<file path="config.mk">
export PLATFORM = sky130hd
export DESIGN_NAME = nrzi_descrambler
export DESIGN_NICKNAME = d
export VERILOG_FILES = /design/src/rtl/nrzi_dscr_pkg.sv /design/src/rtl/nrzi_to_nrz.sv /design/src/rtl/ff_descrambler.sv /design/src/rtl/warmup_gate.sv /design/src/rtl/nrzi_descrambler.sv
export SDC_FILE = /design/constraint.sdc
export NUM_CORES = 1
export LEC_CHECK = 0
export ABC_AREA = 1
export CAP_MARGIN = 20
export CELL_PAD_IN_SITES_DETAIL_PLACEMENT = 2
export CELL_PAD_IN_SITES_GLOBAL_PLACEMENT = 2
export CORE_MARGIN = 2
export CORE_UTILIZATION = 36
export DETAILED_ROUTE_END_ITERATION = 6
export DONT_BUFFER_PORTS = 1
export PLACE_DENSITY = 0.79
export SLEW_MARGIN = 25
export SYNTH_ARGS = -nofsm -noshare
export SYNTH_HDL_FRONTEND = slang
export SYNTH_SLANG_ARGS = --single-unit
</file>
<file path="constraint.sdc">
create_clock -name clk_i -period 1.4 [get_ports clk_i]
set_input_delay 0.07 -clock clk_i [delete_from_list [all_inputs] [get_ports clk_i]]
set_output_delay 0.07 -clock clk_i [all_outputs]
set_load 0.05 [all_outputs]
</file>
<file path="src/rtl/nrzi_dscr_pkg.sv">
package nrzi_dscr_pkg;
  typedef struct packed {
    logic valid;
    logic data;
  } beat_t;
endpackage

</file>
<file path="src/rtl/nrzi_to_nrz.sv">
module nrzi_to_nrz
  import nrzi_dscr_pkg::*;
(
  input  logic  clk_i,
  input  logic  rst_ni,
  input  beat_t line_i,
  output beat_t nrz_o
);
  logic prev_q;

  always_ff @(posedge clk_i or negedge rst_ni) begin
    if (!rst_ni)           prev_q <= 1'b0;
    else if (line_i.valid) prev_q <= line_i.data;
  end

  always_comb begin
    nrz_o.valid = line_i.valid;
    nrz_o.data  = line_i.data ^ prev_q;
  end
endmodule

</file>
<file path="src/rtl/ff_descrambler.sv">
module ff_descrambler
  import nrzi_dscr_pkg::*;
#(
  parameter int NEAR_TAP = 4,
  parameter int FAR_TAP  = 9
) (
  input  logic  clk_i,
  input  logic  rst_ni,
  input  beat_t nrz_i,
  output logic  data_o
);
  localparam int DEPTH = FAR_TAP;

  // hist_q[i] holds the NRZ bit delayed by i+1 accepted bits
  logic [DEPTH-1:0] hist_q;
  logic             out_q;

  always_ff @(posedge clk_i or negedge rst_ni) begin
    if (!rst_ni) begin
      hist_q <= '0;
      out_q  <= 1'b0;
    end else if (nrz_i.valid) begin
      hist_q <= {hist_q[DEPTH-2:0], nrz_i.data};
      out_q  <= nrz_i.data ^ hist_q[NEAR_TAP-1] ^ hist_q[FAR_TAP-1];
    end
  end

  assign data_o = out_q;
endmodule

</file>
<file path="src/rtl/warmup_gate.sv">
module warmup_gate #(
  parameter int WARM_N = 10
) (
  input  logic clk_i,
  input  logic rst_ni,
  input  logic valid_i,
  output logic valid_o
);
  localparam int            CW     = $clog2(WARM_N + 1);
  localparam logic [CW-1:0] WARM_C = CW'(WARM_N);

  logic [CW-1:0] cnt_q;
  logic          warm;
  logic          valid_q;

  assign warm = (cnt_q == WARM_C);

  always_ff @(posedge clk_i or negedge rst_ni) begin
    if (!rst_ni) begin
      cnt_q   <= '0;
      valid_q <= 1'b0;
    end else begin
      if (valid_i && !warm) cnt_q <= cnt_q + 1'b1;
      valid_q <= valid_i && warm;
    end
  end

  assign valid_o = valid_q;
endmodule

</file>
<file path="src/rtl/nrzi_descrambler.sv">
module nrzi_descrambler
  import nrzi_dscr_pkg::*;
#(
  parameter int NEAR_TAP = 4,
  parameter int FAR_TAP  = 9
) (
  input  logic clk_i,
  input  logic rst_ni,
  input  logic valid_i,
  input  logic line_bit_i,
  output logic data_o,
  output logic data_valid_o
);
  // one bit for the transition stage plus the full delay line
  localparam int WARM_N = FAR_TAP + 1;

  beat_t line_beat;
  beat_t nrz_beat;

  assign line_beat.valid = valid_i;
  assign line_beat.data  = line_bit_i;

  nrzi_to_nrz u_nrzi (
    .clk_i  (clk_i),
    .rst_ni (rst_ni),
    .line_i (line_beat),
    .nrz_o  (nrz_beat)
  );

  ff_descrambler #(
    .NEAR_TAP (NEAR_TAP),
    .FAR_TAP  (FAR_TAP)
  ) u_dscr (
    .clk_i  (clk_i),
    .rst_ni (rst_ni),
    .nrz_i  (nrz_beat),
    .data_o (data_o)
  );

  warmup_gate #(
    .WARM_N (WARM_N)
  ) u_warm (
    .clk_i   (clk_i),
    .rst_ni  (rst_ni),
    .valid_i (valid_i),
    .valid_o (data_valid_o)
  );
endmodule

</file>
==> metrics.md <==
| Metric | Value |
|---|---|
| Status | `finished, final reports clean` |
| Vias in the first global route | `600` |
| Initial antenna violation count | `0` |
| Fmax | `870 MHz` |
| Synthesized area | `709 um2` |
| Synth Area in Simple Gates | `18.5%` |
| Slew Viols, Final | `0` |
| Post-synth net total | `83` |
| Antenna diode count | `0` |
| Synthesized area per cell | `9.21 um2` |
| Final hold violations | `0` |
| Hold_ws | `2.96 ps` |
| Sink Count | `16` |
| Cell family with most CP delay | `flip-flops` |
| Clock-pin transition on the worst setup and hold timing paths | `100 ps` |
| Die Wd | `48.4 um` |
| Min-delay worst type | `input pin to register` |
| R2R Setup Slk | `250 ps` |
| Main combinational cell family by area after synthesis | `simple AND/OR/NAND/NOR gates` |
| Die area | `0.00234 mm2` |
| Max Clock Skew | `0.891 ps` |
| Initial DRC count | `2` |
| Input/output buffers | `0` |
| RR Startpoint | `u_warm.cnt_q[0]` |
| Complex-gate fraction of the synthesized area | `9.17%` |
| Minimum clock period | `1150 ps` |
| CP Data Required Time | `1570 ps` |
| Worst Hold Launch | `line_bit_i` |
| Global route hottest layer | `met2` |
| Global-route wire length before repair | `2.61 mm` |
| Placer Congestion | `0.649` |
| GRT met3 Usage | `3.09%` |
| Final setup fails | `0` |
| Syn-to-layout area delta | `11.5%` |
| Max incr delay on CP | `390 ps` |
| Pre-Repair DR Iteration Count | `2` |
| CP startpoint kind | `register` |
| Core Area | `0.00190 mm2` |
| Drt via density | `4.63` |
| Headroom to the max-slew limit | `51.6%` |
| Via count | `505` |
| Crit Path Class | `register to register` |
| Synth Area in XOR/XNOR | `4.94%` |
| WP data arrival | `1320 ps` |
| Tightest Pin Transition | `724 ps` |
| Share of cells above drive strength 1 | `9.76%` |
| Slowest library cell on the worst path | `dfrtp_1` |
| Distinct cells, synth | `13` |
| Post-synthesis mux area share | `0%` |
| Met2 Use GR | `27.8%` |
| RSZ-0062 raised after global routing | `false` |
| Adder-Cell Fraction of Synth Area | `3.53%` |
| Setup Buffers After CTS | `0` |
| Clk root buf | `clkbuf_4` |
| DR DRC count | `0` |
| PwrDens | `1600 mW/mm2` |
| Setup tns final | `0 ps` |
| Met1 track demand over resource | `16.0%` |
| Flops & latches, synth | `16` |
| Share of the synthesized area in the top cell type | `56.4%` |
| HPWL after DPL | `1.02 mm` |
| Num CTS Buffers | `3` |
| Synth top area cells | `dfrtp_1 56%, nand2_1 15%, o21ai_2 4.9%, inv_1 4.8%, o21ai_0 4.2%` |
| H-tree depth | `1` |
| Crit. End Element | `register` |
| Max cap viols | `0` |
| Drt wl/cell | `13.7 um` |
| TritonCTS clock tree | `done` |
| Syn Inst Count | `77` |
| Filler cells | `224` |
| Grt ovf | `0` |
| Most used cell, CP | `nand2_1` |
| Site row count | `16` |
| Worst-Skew Late Latency | `280 ps` |
| Largest net degree at the start of global routing | `17` |
| Sequential element share of the synthesized area | `56.4%` |
| CTS Buffer Depth | `2` |
| Synth area leader | `dfrtp_1` |
| Peak VDD IR | `0.000815 V` |
| Final Net Count | `89` |
| Post-DRT Antenna Nets | `0` |
| Yosys warns | `0` |
| Worst reg2reg endpoint | `u_warm.cnt_q[0]` |
| Starting Density | `37.3%` |
| Routed WL | `1.50 mm` |
| Die Ht | `48.4 um` |
| Fin crit share | `82.1%` |
| I/O pin cnt | `6` |
| Static Leak | `0.395 nW` |
| GRT Total Usage | `14.9%` |
| WP buf/inv | `1` |
| Reg2reg path depth | `5` |
| Hold depth | `3` |
| CP Cell Sequence | `inv_1 > ha_1 > nand2_1 > nand2_1 > xor2_1` |
| Hold EP | `u_dscr.hist_q[0]` |
| Worst Path Max Fanout | `3` |
[how the worst max path moves through the flow]
| stage | slack (ps) | endpoint | cells past startpoint | from |
|---|---|---|---|---|
| floorplan | 410 | u_warm.cnt_q[0] | 5 | u_warm.cnt_q[0] |
| global placement | 380 | u_warm.cnt_q[0] | 5 | u_warm.cnt_q[0] |
| detailed placement | 290 | u_warm.cnt_q[2] | 4 | u_warm.cnt_q[1] |
| CTS | 260 | u_warm.cnt_q[0] | 5 | u_warm.cnt_q[0] |
| global route | 140 | u_warm.cnt_q[0] | 5 | u_warm.cnt_q[0] |
| finish | 250 | u_warm.cnt_q[0] | 5 | u_warm.cnt_q[0] |
[cell usage after synthesis (all sizes together)]
master and n:
nor2 3, inv 9, dfrtp 16, xnor2 1
o21ai 10, xor2 3, nand4 1, nand2 29
buf 2, nand3 1, ha 2
[flip-flops by register name, summed over array words and instances (netlist names)]
name / flops
u_dscr.data_o: 1
u_dscr.hist_q: 9
u_nrzi.prev_q: 1
u_warm.valid_o: 1
u_warm.cnt_q: 4
[tightest hold or removal path: stages]
cell and delay [ps]:
nand2_1 40, nand2_1 90, o21ai_2 60
[area by class of cell]
class	instances	area, um2	area share, %
clock buffers	4	36.3	4.59
multi-input cells	50	256	32.4
well taps	27	33.8	4.27
flip-flops and latches	16	400	50.6
inverters	9	33.8	4.27
repair buffers	3	30.0	3.80
[per-stage QoR]
| step | total power [mW] | std cells | setup WS [ps] | area [um2] | util (%) |
|---|---|---|---|---|---|
| floorplan | 0.885 | 77 | 406 | 709 | - |
| global placement | 0.922 | 102 | 380 | 724 | 38.1 |
| detailed placement | 0.958 | 102 | 290 | 724 | 38.1 |
| CTS | 1.29 | 109 | 258 | 791 | 41.6 |
| global route | 1.37 | 109 | 138 | 791 | 41.6 |
| finish | 1.27 | 109 | 251 | 791 | 41.6 |
[routing by layer]
layer,up-vias,part of all wire [%]
met5,-,0
met4,0,0.94
met3,2,2.6
met2,6,53
met1,251,43
li1,246,-
[cells in the final DEF (no fill, tap or decap)]
cell / Yosys / final
nand3_1: 1 / 1
dfrtp_1: 16 / 16
dlygate4sd3_1: 0 / 3
nand2_1: 29 / 29
ha_1: 2 / 2
xnor2_1: 1 / 1
o21ai_2: 4 / 4
inv_1: 9 / 9
clkbuf_8: 0 / 1
xor2_1: 3 / 3
o21ai_0: 6 / 6
clkbuf_4: 0 / 3
nor2_1: 3 / 3
nand4_1: 1 / 1
[what timing repair did]
action                                  in CTS  in global routing
endpoints found under the hold margin       26                  0
endpoints found under the setup margin       0                  0
resized for setup                            0                  0
hold buffers                                 3                  0
[power breakdown]
part	switching (mW)	internal (mW)	leakage [nW]
logic	0.161	0.108	0.173
registers	0.121	0.573	0.200
clock network	0.148	0.158	0.0210
total	0.429	0.839	0.395
[cell families after synthesis]
| family | Yosys count |
|---|---|
| simple gates | 34 |
| flops | 16 |
| buf+inv | 11 |
| compound gates | 10 |
| xor+xnor | 4 |
| fa+ha+maj | 2 |
Power figures use the tool's default switching activity.
